--- config.mk ---
export PLATFORM = sky130hd
export DESIGN_NAME = rx_addr_filter
export DESIGN_NICKNAME = d
export VERILOG_FILES = /design/src/rtl/rx_addr_filter_pkg.sv /design/src/rtl/rx_addr_filter_ctrl.sv /design/src/rtl/rx_addr_filter_dpath.sv /design/src/rtl/rx_addr_filter.sv
export SDC_FILE = /design/constraint.sdc
export NUM_CORES = 1
export LEC_CHECK = 0
export BUFFER_PORTS_ARGS = -buffer_cell sky130_fd_sc_hd__buf_2
export CORE_AREA = 5 5 178 180
export CTS_BUF_LIST = sky130_fd_sc_hd__clkbuf_4
export DETAILED_ROUTE_END_ITERATION = 12
export DIE_AREA = 0 0 183 185
export GPL_TIMING_DRIVEN = 0
export PLACE_DENSITY = 0.84
export SKIP_LAST_GASP = 1
export SLEW_MARGIN = 20
export SYNTH_ARGS = -nofsm -noshare
export SYNTH_HDL_FRONTEND = slang
export SYNTH_SLANG_ARGS = --single-unit
--- constraint.sdc ---
create_clock -name clk -period 3 [get_ports clk]
set_input_delay 0.3 -clock clk [delete_from_list [all_inputs] [get_ports clk]]
set_output_delay 0.3 -clock clk [all_outputs]
set_load 0.05 [all_outputs]
--- src/rtl/rx_addr_filter_pkg.sv ---
package rx_addr_filter_pkg;
  localparam int ADDR_BYTES = 6;
  localparam int ADDR_W     = ADDR_BYTES * 8;
  localparam int HDR_BYTES  = 16;
  localparam int IDX_W      = $clog2(HDR_BYTES);
  localparam int CNT_W      = IDX_W + 1;
  localparam int SA_OFS     = 6;
  localparam int TYPE_OFS   = 12;
  localparam int OPC_OFS    = 14;
  localparam logic [15:0] CTRL_TYPE = 16'h8808;
  localparam logic [15:0] PAUSE_OPC = 16'h0001;

  typedef struct packed {
    logic             capEn;
    logic             clrHdr;
    logic [IDX_W-1:0] capIdx;
    logic             evalStrobe;
  } strobe_t;

  typedef struct packed {
    logic              promisc;
    logic              daInvert;
    logic              saInvert;
    logic              passMcast;
    logic              blockBcast;
    logic              saDrop;
    logic              recvAll;
    logic [1:0]        ctrlPolicy;
    logic [ADDR_W-1:0] stationAddr;
  } filter_cfg_t;
endpackage

--- src/rtl/rx_addr_filter_ctrl.sv ---
module rx_addr_filter_ctrl
  import rx_addr_filter_pkg::*;
(
  input  logic    clk,
  input  logic    rstN,
  input  logic    byteValid,
  input  logic    frameStart,
  input  logic    frameEnd,
  output strobe_t strb
);
  localparam logic [CNT_W-1:0] HDR_MAX = CNT_W'(HDR_BYTES);

  logic [CNT_W-1:0] cntQ;
  logic [CNT_W-1:0] curIdx;
  logic             inFrameQ;
  logic             evalQ;
  logic             startByte;
  logic             acceptByte;

  assign startByte  = byteValid && frameStart;
  assign acceptByte = byteValid && (frameStart || inFrameQ);
  assign curIdx     = startByte ? '0 : cntQ;

  always_comb begin
    strb.capEn      = acceptByte && (curIdx < HDR_MAX);
    strb.clrHdr     = startByte;
    strb.capIdx     = curIdx[IDX_W-1:0];
    strb.evalStrobe = evalQ;
  end

  always_ff @(posedge clk) begin
    if (!rstN) begin
      cntQ     <= '0;
      inFrameQ <= 1'b0;
      evalQ    <= 1'b0;
    end else begin
      evalQ <= acceptByte && frameEnd;
      if (acceptByte) begin
        inFrameQ <= !frameEnd;
        cntQ     <= (curIdx == HDR_MAX) ? curIdx : curIdx + 1'b1;
      end
    end
  end
endmodule

--- src/rtl/rx_addr_filter_dpath.sv ---
module rx_addr_filter_dpath
  import rx_addr_filter_pkg::*;
#(
  parameter int NUM_ENTRIES = 7
) (
  input  logic                          clk,
  input  logic                          rstN,
  input  logic [7:0]                    byteData,
  input  strobe_t                       strb,
  input  filter_cfg_t                   cfg,
  input  logic [NUM_ENTRIES*ADDR_W-1:0] entryAddr,
  input  logic [NUM_ENTRIES*ADDR_BYTES-1:0] entryMask,
  input  logic [NUM_ENTRIES-1:0]        entrySrcSel,
  input  logic [NUM_ENTRIES-1:0]        entryEnable,
  output logic                          forward,
  output logic                          daFail,
  output logic                          saFail
);
  logic [7:0]        hdrQ [HDR_BYTES];
  logic [ADDR_W-1:0] daVec;
  logic [ADDR_W-1:0] saVec;
  logic [15:0]       typeVal;
  logic [15:0]       opcVal;
  logic [NUM_ENTRIES-1:0] entryHit;

  always_ff @(posedge clk) begin
    if (!rstN) begin
      for (int k = 0; k < HDR_BYTES; k++) hdrQ[k] <= '0;
    end else if (strb.capEn) begin
      if (strb.clrHdr) begin
        for (int k = 1; k < HDR_BYTES; k++) hdrQ[k] <= '0;
        hdrQ[0] <= byteData;
      end else begin
        hdrQ[strb.capIdx] <= byteData;
      end
    end
  end

  always_comb begin
    for (int k = 0; k < ADDR_BYTES; k++) begin
      daVec[8*k +: 8] = hdrQ[k];
      saVec[8*k +: 8] = hdrQ[SA_OFS + k];
    end
    typeVal = {hdrQ[TYPE_OFS], hdrQ[TYPE_OFS+1]};
    opcVal  = {hdrQ[OPC_OFS], hdrQ[OPC_OFS+1]};
  end

  for (genvar e = 0; e < NUM_ENTRIES; e++) begin : g_entry
    logic [ADDR_W-1:0]     cmpVec;
    logic [ADDR_BYTES-1:0] byteOk;
    assign cmpVec = entrySrcSel[e] ? saVec : daVec;
    for (genvar b = 0; b < ADDR_BYTES; b++) begin : g_byte
      assign byteOk[b] = entryMask[e*ADDR_BYTES + b] ||
                         (cmpVec[8*b +: 8] == entryAddr[e*ADDR_W + 8*b +: 8]);
    end
    assign entryHit[e] = entryEnable[e] && (&byteOk);
  end

  logic isBcast, isMcast, isCtrl, isPause;
  logic daHit, saHit, saActive;
  logic daFailRaw, saFailRaw, addrPass, fwdRaw;

  assign isBcast  = &daVec;
  assign isMcast  = daVec[0];
  assign isCtrl   = (typeVal == CTRL_TYPE);
  assign isPause  = isCtrl && (opcVal == PAUSE_OPC);
  assign daHit    = (daVec == cfg.stationAddr) || |(entryHit & ~entrySrcSel);
  assign saHit    = |(entryHit & entrySrcSel);
  assign saActive = |(entryEnable & entrySrcSel);

  always_comb begin
    if (isBcast)                        daFailRaw = cfg.blockBcast;
    else if (isMcast && cfg.passMcast)  daFailRaw = 1'b0;
    else                                daFailRaw = !(daHit ^ cfg.daInvert);

    saFailRaw = cfg.saInvert ? saHit : (saActive && !saHit);
    addrPass  = !daFailRaw && !(cfg.saDrop && saFailRaw);

    if (isBcast && cfg.blockBcast) begin
      fwdRaw = 1'b0;
    end else if (isCtrl) begin
      case (cfg.ctrlPolicy)
        2'b00:   fwdRaw = 1'b0;
        2'b01:   fwdRaw = !isPause;
        2'b10:   fwdRaw = 1'b1;
        default: fwdRaw = addrPass;
      endcase
    end else begin
      fwdRaw = cfg.promisc || cfg.recvAll || addrPass;
    end
  end

  assign forward = strb.evalStrobe && fwdRaw;
  assign daFail  = strb.evalStrobe && daFailRaw && !cfg.promisc;
  assign saFail  = strb.evalStrobe && saFailRaw && !cfg.promisc;

  AST_QUIET_OUTSIDE_PULSE: assert property (@(posedge clk) disable iff (!rstN)
    !strb.evalStrobe |-> !forward && !daFail && !saFail);
  AST_BCAST_BLOCK_DROPS: assert property (@(posedge clk) disable iff (!rstN)
    strb.evalStrobe && isBcast && cfg.blockBcast |-> !forward);
  AST_RECV_ALL_FORWARDS: assert property (@(posedge clk) disable iff (!rstN)
    strb.evalStrobe && cfg.recvAll && !isCtrl && !isBcast |-> forward);
  AST_SA_DROP_ENFORCED: assert property (@(posedge clk) disable iff (!rstN)
    strb.evalStrobe && cfg.saDrop && saFail && !isCtrl && !cfg.recvAll |-> !forward);
  AST_PROMISC_STATUS_CLEAR: assert property (@(posedge clk) disable iff (!rstN)
    strb.evalStrobe && cfg.promisc |-> !daFail && !saFail);
endmodule

--- src/rtl/rx_addr_filter.sv ---
module rx_addr_filter
  import rx_addr_filter_pkg::*;
#(
  parameter int NUM_ENTRIES = 7
) (
  input  logic                              clk,
  input  logic                              rstN,
  input  logic                              byteValid,
  input  logic [7:0]                        byteData,
  input  logic                              frameStart,
  input  logic                              frameEnd,
  input  logic                              cfgPromisc,
  input  logic                              cfgDaInvert,
  input  logic                              cfgSaInvert,
  input  logic                              cfgPassMcast,
  input  logic                              cfgBlockBcast,
  input  logic                              cfgSaDrop,
  input  logic                              cfgRecvAll,
  input  logic [1:0]                        cfgCtrlPolicy,
  input  logic [47:0]                       stationAddr,
  input  logic [NUM_ENTRIES*48-1:0]         entryAddr,
  input  logic [NUM_ENTRIES*6-1:0]          entryMask,
  input  logic [NUM_ENTRIES-1:0]            entrySrcSel,
  input  logic [NUM_ENTRIES-1:0]            entryEnable,
  output logic                              resultValid,
  output logic                              forward,
  output logic                              daFail,
  output logic                              saFail
);
  strobe_t     strb;
  filter_cfg_t cfg;

  always_comb begin
    cfg.promisc     = cfgPromisc;
    cfg.daInvert    = cfgDaInvert;
    cfg.saInvert    = cfgSaInvert;
    cfg.passMcast   = cfgPassMcast;
    cfg.blockBcast  = cfgBlockBcast;
    cfg.saDrop      = cfgSaDrop;
    cfg.recvAll     = cfgRecvAll;
    cfg.ctrlPolicy  = cfgCtrlPolicy;
    cfg.stationAddr = stationAddr;
  end

  rx_addr_filter_ctrl u_ctrl (
    .clk        (clk),
    .rstN       (rstN),
    .byteValid  (byteValid),
    .frameStart (frameStart),
    .frameEnd   (frameEnd),
    .strb       (strb)
  );

  rx_addr_filter_dpath #(.NUM_ENTRIES(NUM_ENTRIES)) u_dpath (
    .clk         (clk),
    .rstN        (rstN),
    .byteData    (byteData),
    .strb        (strb),
    .cfg         (cfg),
    .entryAddr   (entryAddr),
    .entryMask   (entryMask),
    .entrySrcSel (entrySrcSel),
    .entryEnable (entryEnable),
    .forward     (forward),
    .daFail      (daFail),
    .saFail      (saFail)
  );

  assign resultValid = strb.evalStrobe;

  AST_PULSE_FOLLOWS_END: assert property (@(posedge clk) disable iff (!rstN)
    resultValid |-> $past(byteValid && frameEnd));
endmodule

Word level (Yosys, flattened, before mapping)

Memory sizes are Yosys's and may differ from the RTL's.
Cells that the tools add are included.

$lt $le $gt $ge: 1
Add/subtract/negate cells: 1
Mux-type cells: 43
Bitwise operators: 21
Reductions and logical operators: 88
Equality and inequality tests: 48

Operators with widths:

| kind                 | count |
|---|---|
| $eq 8x8->1           | 42 |
| $mux 48              | 7 |
| $mux 8               | 17 |
| $eq 48x48->1         | 1 |
| $reduce_and 48->1    | 1 |
| $logic_or 1x1->1     | 46 |
| $reduce_and 6->1     | 7 |
| $logic_and 1x1->1    | 22 |
| $and 7x7->7          | 3 |
| $reduce_or 7->1      | 3 |
| $eq 16x1->1 const B  | 1 |
| $eq 16x16->1 const B | 1 |
| $or 1x1->1           | 16 |
| $mux 1               | 15 |
| $mux 5               | 2 |
| $reduce_or 8->1      | 1 |
| $logic_not 1->1      | 7 |
| $not 7->7            | 1 |
| $add 5x1->5 const B  | 1 |
| $eq 5x5->1 const B   | 1 |
| $lt 5x5->1 const B   | 1 |
| $mux 4               | 1 |
| $pmux 1 s3           | 1 |
| $eq 2x1->1 const B   | 1 |
| 3 further kinds      | 3 |

Memory bits (writable): 128
Memories kept: 1
Output and inout port bits: 4
Flip-flop bits (word level): 7

Memory list:

| name         | depth | bits a word | read ports | clocked after memory_dff | wr ports | RTL line                   | RTL |
|---|---|---|---|---|---|---|---|
| u_dpath.hdrQ | 16    | 8           | 16         | 0                        | 16       | rx_addr_filter_dpath.sv:19 | `logic [7:0] hdrQ [HDR_BYTES];` |

Longest topological paths before layout

Depth after elaboration: 18
Gate-level depth with buffers: 12
Gate-level depth less buffers: 10

Hierarchy

A second synthesis with hierarchy kept.

Cells, all modules: 1396
Area total of the unflattened synthesis: 13855.8 sq um

By module, submodules not included:

| module               | times used | area each (sq um) | cells each | sequential area each (sq um) |
|---|---|---|---|---|
| rx_addr_filter_dpath | 1          | 13444.1           | 1344       | 3843.7 |
| rx_addr_filter_ctrl  | 1          | 411.6             | 52         | 140.1 |

Worst setup path before layout

OpenSTA, ideal clock, no wires.

Path type: in2out
Start: in entrySrcSel[2]
End: out forward
Data arrival time: 3.054 ns
Slack: -0.354 ns
Cell stages on the path: 12
Path buffers: 2
Required time: 2.700 ns
Cells stage by stage: clkbuf_1 > buf_2 > mux2i_1 > xnor2_1 > nor4_1 > a21oi_1 > nor4_1 > nand4_1 > nand2_1 > nor3_1 > mux2_4 > a221oi_2

Cells in the longest elaborated chain, start to end: 18

RTL lines:

| what                                                  | RTL line                                               | RTL |
|---|---|---|
| from (decl)                                           | rx_addr_filter.sv:23                                   | `input logic [NUM_ENTRIES-1:0] entrySrcSel,` |
| $mux 48                                               | rx_addr_filter_dpath.sv:51                             | `assign cmpVec = entrySrcSel[e] ? saVec : daVec;` |
| $eq 8x8->1                                            | rx_addr_filter_dpath.sv:54                             | `(cmpVec[8*b +: 8] == entryAddr[e*ADDR_W + 8*b +: 8]);` |
| $logic_or 1x1->1                                      | rx_addr_filter_dpath.sv:53                             | `assign byteOk[b] = entryMask[e*ADDR_BYTES + b] \|\|` |
| $reduce_and 6->1                                      | rx_addr_filter_dpath.sv:56                             | `assign entryHit[e] = entryEnable[e] && (&byteOk);` |
| $logic_and 1x1->1                                     | rx_addr_filter_dpath.sv:56                             |  |
| $and 7x7->7                                           | rx_addr_filter_dpath.sv:67                             | `assign daHit = (daVec == cfg.stationAddr) \|\| \|(entryHit & ~entrySrcSel);` |
| $reduce_or 7->1                                       | rx_addr_filter_dpath.sv:67                             |  |
| $logic_or 1x1->1                                      | rx_addr_filter_dpath.sv:67                             |  |
| (+2 left out)                                         | -                                                      |  |
| $mux 1                                                | rx_addr_filter_dpath.sv:73                             | `else if (isMcast && cfg.passMcast) daFailRaw = 1'b0;` |
| $mux 1                                                | rx_addr_filter_dpath.sv:72                             | `if (isBcast) daFailRaw = cfg.blockBcast;` |
| $logic_not 1->1                                       | rx_addr_filter_dpath.sv:77                             | `addrPass = !daFailRaw && !(cfg.saDrop && saFailRaw);` |
| $logic_and 1x1->1 (*)                                 | rx_addr_filter_dpath.sv:77                             |  |
| $pmux 1 s3 / $logic_or 1x1->1 (equally long branches) | rx_addr_filter_dpath.sv:82, rx_addr_filter_dpath.sv:89 |  |
| $mux 1 (*)                                            | rx_addr_filter_dpath.sv:81                             | `end else if (isCtrl) begin` |
| $mux 1 (*)                                            | rx_addr_filter_dpath.sv:79                             | `if (isBcast && cfg.blockBcast) begin` |
| $logic_and 1x1->1 (*)                                 | rx_addr_filter_dpath.sv:93                             | `assign forward = strb.evalStrobe && fwdRaw;` |
| to (decl)                                             | rx_addr_filter.sv:26                                   | `output logic forward,` |

Mark *: on every way between the ends. The rest lies on a longest branch, timed or not.

==> impl_metrics.tcl <==
set metrics [dict create \
    synth.most_common_cell "xnor2_1" \
    violations "negative setup slack" \
    chipHeight_um 185 \
    layout.nets 2431 \
    synth-edff-count 128 \
    gp_congestion 1.01 \
    async_reset_ff_share_pct 0 \
    internal_power_mw 3.59 \
    leakage_nw 7.94 \
    worst_slack_ns -1.22 \
    drtPass1Iterations 6 \
    routed_via_density 6.19 \
    start_util_pct 46.1 \
    layout.cells.non_filler 2382 \
    dpl.cell_count 2249 \
    avgSynthCellArea_um2 9.92 \
    grt_overflow 0 \
    yosysTopAreaCellShare_pct 27.8 \
    skew_ns 0.0251 \
    fill_cells 2477 \
    dieArea_um2 33900 \
    switching_share_pct 36.0 \
    power_switching_mw 2.02 \
    status "finished with violations" \
    syn_inst 1395 \
    comb_power_share_pct 39.0 \
    endpoint_kind "primary output" \
    worstPathArrival_ns 3.92 \
    synthTopCellsByArea "edfxtp_1 (28%), mux2i_1 (24%), xnor2_1 (22%)" \
    hp-class "in2reg" \
    grt_pass1_wl_mm 93.7 \
    maxCapViolCount 0 \
    dp_hpwl_mm 51.6 \
    relSlewSlack_pct 22.2 \
    period_share_pct 141 \
    drt_iter0_drc 1955 \
    drt_wl_total_mm 69.3 \
    cts_tree "done" \
    cts_sinks 135 \
    peakVddDrop_uv 222 \
    grt_pass1_vias 14500 \
    vias 14800 \
    dieWidth_um 183 \
    reg2reg_depth 4 \
    root_buffer "clkbuf_4" \
    synth.yosys.seq_area_share_pct 28.8 \
    fin_crit_ns 4.22 \
    layout-drive-gt1-share_pct 36.1 \
    synth.largest_area_cell "edfxtp_1" \
    wire_per_inst_um 29.1 \
    hold_viol 0 \
    ctsLongestPathBuffers 2 \
    grt_max_degree 17 \
    grt_antenna_before_repair 10 \
    drv_slew 0 \
    rows 64 \
    reg2reg_to "u_dpath.hdrQ[15][6]" \
    path_clk_slew_ns 0.12 \
    rsz0062_at_grt "true" \
    yosys_warnings 0 \
    crit_fanout 2 \
    ff2ff_setup_slack_ns 0.41 \
    path_class "reg2out" \
    max_freq_mhz 237 \
    place_ws_ns -2.02 \
    ys_types 48 \
    finalPower_mw 5.61 \
    cts.htree.levels 4 \
    tightest_slew_ns 1.15 \
    core_um2 30000 \
    power_density_nw_per_um2 306 \
    drtAntennaViolNets 0 \
    final_util_pct 61.1 \
    r2r-start "u_ctrl.inFrameQ" \
    seqPwrFrac_pct 40.8 \
    netlist_top_cells_count "xnor2_1 (353), mux2i_1 (336), edfxtp_1 (128), and2_1 (125), nor4_1 (92)" \
    start_kind "flop" \
    clkPwrFrac_pct 20.1 \
    syn_to_final_growth_pct 32.5 \
    drcViolationCount 0 \
    syn-num-nets 1861 \
    endpoint "forward" \
    crit_required_ns 2.70 \
    synth-main-ff-cell "edfxtp_1" \
    setup_viol 3 \
    track_usage_pct 37.9 \
    critPathLaunch "u_dpath.hdrQ[1][2]" \
    ys_ff_latch 135 \
    pin_count 466 \
    port_buffers 458 \
    cts_made_buffers 17 \
    syn_area_um2 13800 \
    clk_latency_ns 0.58 \
]
-- timing repair --
| action | in CTS | in global routing |
|---|---|---|
| resized for setup | 39 | 18 |
| setup endpoints to repair | 3 | 3 |
| buffers inserted | 112 | 27 |
| pin swaps | 15 | 10 |
| hold endpoints to repair | 2 | 0 |
| hold buffers | 1 | 0 |
-- cell families (layout without fill, tap and decap cells) --
group | count (synthesis) | in the layout | share of synthesized area, %
XOR/XNOR | 385 | 385 | 24.4
AND/OR/NAND/NOR | 347 | 347 | 15.0
multiplexers | 337 | 337 | 24.4
flip-flops | 135 | 135 | 28.8
buffers and inverters | 104 | 687 | 3.53
AO/OA/AOI/OAI | 83 | 83 | 3.59
adder cells (fa/ha/maj) | 4 | 4 | 0.362
other | 0 | 8 | 0
-- how the worst min path moves through the flow --
stage	startpoint	endpoint	slack (ns)	cells past startpoint
final	rstN	u_ctrl.inFrameQ	0.04	2
after global placement	u_ctrl.cntQ[1]	u_ctrl.cntQ[1]	0.47	2
after global routing	rstN	u_ctrl.inFrameQ	0.04	2
after CTS	rstN	u_ctrl.inFrameQ	0.03	2
after detailed placement	u_ctrl.cntQ[1]	u_ctrl.cntQ[1]	0.48	2
after floorplan	rstN	u_ctrl.cntQ[0]	0.42	1
-- critical path, stage by stage, from the launching register on --
cell,delay (ns)
edfxtp_1,0.53
buf_4,0.21
mux2i_2,0.24
xnor2_1,0.14
nor4_2,0.21
a21oi_1,0.17
nor4_4,0.46
o221ai_4,0.24
o2111ai_4,0.35
or3_1,0.18
nand3_2,0.12
a221oi_4,0.29
buf_6,0.19
-- cell type report --
type | instances | area [µm²] | share of cell area, %
Inverter | 2 | 7.51 | 0.0409
Sequential cell | 135 | 3980 | 21.7
Multi-Input combinational cell | 1156 | 9670 | 52.7
Clock inverter | 15 | 131 | 0.716
Clock buffer | 17 | 128 | 0.696
Timing Repair Buffer | 598 | 3420 | 18.6
Buffer | 55 | 482 | 2.63
Tap cell | 396 | 495 | 2.70
Antenna cell | 8 | 20.0 | 0.109
-- per-layer routing --
layer,global-route usage [%],wire (µm),vias to the layer above
met5,0,0,-
met4,20.5,5190,0
met3,10.6,9560,362
met2,62.2,31300,1428
met1,45.3,23200,6804
li1,-,-,6162
-- cell usage in the layout (no fill, tap or decap), types with 30 or more instances in the layout --
master,n
and2_1,123
nor4_1,71
nor2_1,30
xor2_1,32
xnor2_1,353
a21oi_1,34
buf_4,138
buf_2,464
edfxtp_1,128
mux2i_1,329
nand4_1,41
-- registers in the layout, indices dropped and copies added, names as in the netlist --
| name | count |
|---|---|
| u_ctrl.evalQ | 1 |
| u_ctrl.inFrameQ | 1 |
| u_ctrl.cntQ | 5 |
| u_dpath.hdrQ | 128 |
-- per-stage QoR --
| step | setup TNS (ns) | cell area, µm² | hold WS, ns |
|---|---|---|---|
| finish | -3.45 | 18300 | 0.0375 |
| global route | -3.66 | 18300 | 0.0441 |
| CTS | -3.21 | 18000 | 0.0258 |
| detailed placement | -22.94 | 16800 | 0.484 |
| global placement | -11.88 | 16800 | 0.473 |
| floorplan | 0 | 14000 | 0.422 |
-- power groups by stage --
stage | combinational, mW | clock [mW] | sequential [mW]
floorplan | 1.17 | 0 | 2.24
global placement | 1.89 | 0 | 2.29
CTS | 2.07 | 1.11 | 2.27
detailed placement | 1.93 | 0 | 2.30
finish | 2.19 | 1.13 | 2.29
global route | 2.27 | 1.19 | 2.29
Note: power is estimated with default switching activity, not from simulation.
